--- src/rtl/cdx_pkg.sv ---
package cdx_pkg;
  localparam int unsigned OP_W  = 5;
  localparam int unsigned COP_W = 4;

  localparam logic [OP_W-1:0] FOP_SUB = 5'h00;
  localparam logic [OP_W-1:0] FOP_AND = 5'h01;
  localparam logic [OP_W-1:0] FOP_LSL = 5'h06;
  localparam logic [OP_W-1:0] FOP_MOV = 5'h0d;
  localparam logic [OP_W-1:0] FOP_CMP = 5'h10;
  localparam logic [OP_W-1:0] FOP_LW  = 5'h12;
  localparam logic [OP_W-1:0] FOP_SW  = 5'h13;
  localparam logic [OP_W-1:0] FOP_LDI = 5'h18;

  typedef enum logic [2:0] {
    IMM_ZERO, IMM_S3, IMM_Z3, IMM_S7, IMM_S8, IMM_RAW
  } imm_kind_e;

  typedef enum logic [1:0] {
    SRC_NONE, SRC_RB, SRC_SP
  } src_kind_e;

  typedef struct packed {
    logic            valid;
    logic [OP_W-1:0] fop;
    imm_kind_e       ikind;
    src_kind_e       skind;
  } map_t;
endpackage

--- src/rtl/cdx_op_map.sv ---
module cdx_op_map
  import cdx_pkg::*;
#(
  parameter bit LDI_WIDE = 1'b1
) (
  input  logic [COP_W-1:0] cop_i,
  output map_t             map_o
);
  logic [2:0] op3;
  logic       form;
  map_t       base, hi;

  assign op3  = cop_i[3:1];
  assign form = cop_i[0];

  always_comb begin
    base = '{valid: 1'b1, fop: FOP_SUB, ikind: IMM_S7, skind: SRC_NONE};
    unique case (op3)
      3'd0: base.fop = FOP_SUB;
      3'd1: base.fop = FOP_AND;
      3'd2: base.fop = FOP_MOV;
      3'd3: base.fop = FOP_CMP;
      3'd4: base.fop = FOP_LW;
      3'd5: base.fop = FOP_SW;
      default: base.fop = FOP_LDI;
    endcase
    if (op3 != 3'd2) begin
      if (form) begin
        base.ikind = IMM_S3;
        base.skind = SRC_RB;
      end else if (op3 == 3'd4 || op3 == 3'd5) begin
        base.skind = SRC_SP;
      end
    end
  end

  generate
    if (LDI_WIDE) begin : g_ldi_wide
      always_comb begin
        hi = '{valid: 1'b1, fop: FOP_LDI, ikind: IMM_RAW, skind: SRC_NONE};
      end
    end else begin : g_ldi_narrow
      always_comb begin
        if (op3 == 3'd6)
          hi = '{valid: 1'b1, fop: FOP_LDI, ikind: IMM_S8, skind: SRC_NONE};
        else
          hi = '{valid: 1'b0, fop: '0, ikind: IMM_ZERO, skind: SRC_NONE};
      end
    end
  endgenerate

  assign map_o = (op3[2:1] == 2'b11) ? hi : base;
endmodule

--- src/rtl/cdx_shl_detect.sv ---
module cdx_shl_detect
  import cdx_pkg::*;
#(
  parameter int unsigned REG_W     = 4,
  parameter bit          SHL_TRICK = 1'b1
) (
  input  logic [COP_W-1:0] cop_i,
  input  logic [REG_W-1:0] rd_i,
  input  logic [REG_W-1:0] rb_i,
  output logic             hit_o
);
  generate
    if (SHL_TRICK) begin : g_on
      // SUB in reg+imm3 form with rd == rb
      assign hit_o = (cop_i == 4'b0001) && (rd_i == rb_i);
    end else begin : g_off
      logic unused_w;
      assign unused_w = ^{cop_i, rd_i, rb_i};
      assign hit_o    = 1'b0;
    end
  endgenerate
endmodule

--- src/rtl/cdx_imm_sel.sv ---
module cdx_imm_sel
  import cdx_pkg::*;
#(
  parameter int unsigned IMM_W = 9
) (
  input  imm_kind_e        kind_i,
  input  logic [IMM_W-1:0] imm_i,
  output logic [IMM_W-1:0] imm_o
);
  localparam int unsigned SHORT_W = 3;
  localparam int unsigned MID_W   = IMM_W - 2;
  localparam int unsigned WIDE_W  = IMM_W - 1;

  logic [IMM_W-1:0] s3, z3, s7, s8;

  assign s3 = {{(IMM_W-SHORT_W){imm_i[SHORT_W-1]}}, imm_i[SHORT_W-1:0]};
  assign z3 = {{(IMM_W-SHORT_W){1'b0}}, imm_i[SHORT_W-1:0]};
  assign s7 = {{(IMM_W-MID_W){imm_i[MID_W-1]}}, imm_i[MID_W-1:0]};
  assign s8 = {{(IMM_W-WIDE_W){imm_i[WIDE_W-1]}}, imm_i[WIDE_W-1:0]};

  always_comb begin
    unique case (kind_i)
      IMM_S3:  imm_o = s3;
      IMM_Z3:  imm_o = z3;
      IMM_S7:  imm_o = s7;
      IMM_S8:  imm_o = s8;
      IMM_RAW: imm_o = imm_i;
      default: imm_o = '0;
    endcase
  end
endmodule

--- src/rtl/cdx_half_expand.sv ---
module cdx_half_expand
  import cdx_pkg::*;
#(
  parameter int unsigned REG_W     = 4,
  parameter int unsigned IMM_W     = 9,
  parameter int unsigned SP_REG    = 13,
  parameter bit          LDI_WIDE  = 1'b1,
  parameter bit          SHL_TRICK = 1'b1
) (
  input  logic [COP_W-1:0] cop_i,
  input  logic [REG_W-1:0] rd_i,
  input  logic [REG_W-1:0] rb_i,
  input  logic [IMM_W-1:0] imm_i,
  output logic             valid_o,
  output logic [OP_W-1:0]  op_o,
  output logic [REG_W-1:0] dst_o,
  output logic [REG_W-1:0] src_o,
  output logic             src_used_o,
  output logic [IMM_W-1:0] imm_o
);
  localparam logic [REG_W-1:0] SP_SEL = REG_W'(SP_REG);

  map_t map_w, fin;
  logic shl_hit;

  cdx_op_map #(.LDI_WIDE(LDI_WIDE)) u_map (
    .cop_i (cop_i),
    .map_o (map_w)
  );

  cdx_shl_detect #(.REG_W(REG_W), .SHL_TRICK(SHL_TRICK)) u_shl (
    .cop_i (cop_i),
    .rd_i  (rd_i),
    .rb_i  (rb_i),
    .hit_o (shl_hit)
  );

  always_comb begin
    fin = map_w;
    if (shl_hit) begin
      fin.fop   = FOP_LSL;
      fin.ikind = IMM_Z3;
      fin.skind = SRC_NONE;
    end
  end

  cdx_imm_sel #(.IMM_W(IMM_W)) u_imm (
    .kind_i (fin.ikind),
    .imm_i  (imm_i),
    .imm_o  (imm_o)
  );

  assign valid_o    = fin.valid;
  assign op_o       = fin.fop;
  assign dst_o      = fin.valid ? rd_i : '0;
  assign src_used_o = (fin.skind != SRC_NONE);

  always_comb begin
    unique case (fin.skind)
      SRC_RB:  src_o = rb_i;
      SRC_SP:  src_o = SP_SEL;
      default: src_o = '0;
    endcase
  end

  always_comb begin
    a_r2_ldi_raw: assert (!(LDI_WIDE && valid_o && cop_i[3:2] == 2'b11)
                          || (op_o == FOP_LDI && imm_o == imm_i && !src_used_o));
    a_r3_mov_no_src: assert (op_o != FOP_MOV || !src_used_o);
    a_r5_lsl_range: assert (op_o != FOP_LSL || (imm_o < IMM_W'(8) && !src_used_o));
    a_r7_sp_base: assert (!((op_o == FOP_LW || op_o == FOP_SW) && !cop_i[0])
                          || (src_o == SP_SEL && src_used_o));
    a_r9_invalid_quiet: assert (valid_o || (imm_o == '0 && !src_used_o && op_o == '0));
  end
endmodule

--- config.mk ---
export PLATFORM = sky130hd
export DESIGN_NAME = cdx_half_expand
export DESIGN_NICKNAME = d
export VERILOG_FILES = /design/src/rtl/cdx_pkg.sv /design/src/rtl/cdx_op_map.sv /design/src/rtl/cdx_shl_detect.sv /design/src/rtl/cdx_imm_sel.sv /design/src/rtl/cdx_half_expand.sv
export SDC_FILE = /design/constraint.sdc
export NUM_CORES = 1
export LEC_CHECK = 0
export BUFFER_PORTS_ARGS = -buffer_cell sky130_fd_sc_hd__buf_2
export CAP_MARGIN = 10
export CORE_AREA = 2 2 39 41
export DETAILED_ROUTE_END_ITERATION = 10
export DIE_AREA = 0 0 41 43
export GPL_TIMING_DRIVEN = 1
export MAX_ROUTING_LAYER = met4
export PLACE_DENSITY = 0.71
export SYNTH_ARGS = -nofsm -noshare
export SYNTH_HDL_FRONTEND = slang
export SYNTH_SLANG_ARGS = --single-unit
--- constraint.sdc ---
create_clock -name vclk -period 5
set_input_delay 1 -clock vclk [all_inputs]
set_output_delay 1 -clock vclk [all_outputs]
set_load 0.03 [all_outputs]
==> impl_metrics.toml <==
[run_status]
outcome = "finished, final reports clean"

[final_layout]
flops_and_latches = 0
mostFrequentLayoutCells = "40 x buf_2, 5 x nand2_1, 5 x a21o_1, 4 x nor2_1"
fin_nets = 112
nClkBuffers = 0
diodes = 0
fin_util_pct = 39.6
drive_gt1_share_pct = 52.3
final_common_cell = "buf_2"
seq_area_um2 = 0
syn2layout_area_growth_pct = 45.5
final_cells = 102

[placed_design]
dp.cells = 102
io_buffers = 40
pre_cts_slack_ps = 1370
finalWeightedCongestion = 0.710
dpl.hpwl_um = 901

[setup_path]
cp_data_required_time_ps = 4000
path_max_fanout = 4
critPathArrivalTime_ps = 2630
end_kind = "output pin"
path_delay_family = "simple AND/OR/NAND/NOR gates"
start_kind = "primary input"
crit_type = "in2out"
worstPathCellList = "buf_2 > xor2_1 > nor3_4 > nand4_1 > nor2b_1 > ha_1 > and3b_1 > buf_2"
crit_top_cell = "buf_2"
critPathMaxStageDelay_ps = 350
worst_path_max_delay_cell = "ha_1"
crit_buf_inv = 2

[clock_network]
postCtsSetupRepairBufs = 0
post_cts_resized = 0
hold_buffers = 0

[floorplan]
rows = 14
die_h_um = 43
core_area_mm2 = 0.00138
start_util_pct = 27.2
dieArea_mm2 = 0.00176
io_pins = 45
die_width_um = 41

[sta]
slew_viol_final = 0
finalSetupViolCount = 0
final.setup.worst_slack_ps = 1370
max_freq_ghz = 0.276
post-route-period-util_pct = 72.6
hold_viol_final = 0
setup_tns_ps = 0
fin_crit_ps = 3630
rsz0062_at_grt = "no"

[power]
peakVddDrop_uv = 50.8
p_leak_nw = 0.341
power_uw = 70.5
p_per_area_mw_per_mm2 = 129

[hold_path]
worstHoldPathType = "in2out"

[run]
max_cap_viol_count = 0

[yosys]
post_synth.cell_area_avg_um2 = 6.97
yosysUniqueCellTypes = 25
yosysWarnings = 0
ys_seq_area_share_pct = 0
synth_area_um2 = 377
synthesis.nets = 78
syn_inst = 54

[global_routing]
grt_use_total_pct = 10.6
grt_pass1_vias = 362
grt_remaining_overflow = 0
grt_pass1_wl_um = 1370
grt_max_degree = 9
grt_antenna_before_repair = 0

[routing]
routed_wl_um = 989
drtIter0Drc = 2
vias = 478
drc = 0
drt-wirelength-per-cell_um = 9.70
antenna_left = 0
dr.pass1.iters = 2
viasPerCell = 4.69
==> cell usage after synthesis <==
library cell | n | area [µm²]
and3_1 | 1 | 6.26
o211ai_2 | 1 | 12.5
xor2_1 | 3 | 26.3
ha_1 | 3 | 37.5
conb_1 | 1 | 3.75
xnor2_1 | 1 | 8.76
nand4_1 | 1 | 6.26
a311o_1 | 2 | 20.0
or2_1 | 1 | 6.26
buf_4 | 5 | 37.5
nor2_2 | 1 | 6.26
o21ai_0 | 2 | 10.0
and3b_1 | 1 | 8.76
nor2b_1 | 3 | 18.8
a21o_1 | 5 | 37.5
nand2b_1 | 1 | 6.26
clkbuf_1 | 3 | 11.3
nor3_4 | 1 | 16.3
o21ai_1 | 1 | 5.00
nand2_1 | 5 | 18.8
a41oi_4 | 1 | 27.5
inv_1 | 3 | 11.3
nor2_1 | 4 | 15.0
inv_2 | 1 | 3.75
a21oi_1 | 3 | 15.0
==> metal layers <==
layer | GRT usage (%) | up-vias | wire (µm)
li1 | - | 244 | -
met1 | 12.7 | 199 | 413
met2 | 19.4 | 35 | 436
met3 | 0.524 | 0 | 139
met4 | 0 | 0 | 0
met5 | - | - | 0
==> cells by family (layout without fill, tap and decap cells) <==
logic type	after synthesis	in the layout	share of synthesized area, %
AND/OR/NAND/NOR	19	19	28.9
AO/OA/AOI/OAI	15	15	33.9
buffers and inverters	12	44	16.9
XOR/XNOR	4	4	9.30
adder cells (fa/ha/maj)	3	3	9.97
other	1	1	0.996
==> report_power, final <==
group	total [mW]	internal, mW	switching [mW]
clock	0	0	0
combinational	0.0705	0.0240	0.0465
sequential	0	0	0
==> through the flow <==
step | instance area, µm² | hold WS, ps
6_report | 548 | 2000
5_1_grt | 548 | 2000
4_1_cts | 548 | 2000
3_5_place_dp | 548 | 2000
3_3_place_gp | 548 | 2000
2_1_floorplan | 377 | 2130
==> cell type report <==
class / instances / area [µm²]
inverter: 4 / 15.0
timing repair buffer: 40 / 200
multi-input combinational: 42 / 313
tap: 16 / 20.0
fill: 158 / 836
==> final timing paths <==
check / start / to / cells after the start
max: rb_i[3] / src_o[1] / 8
min: imm_i[1] / imm_o[1] / 0
No activity file was read; power rests on OpenSTA's default activity.
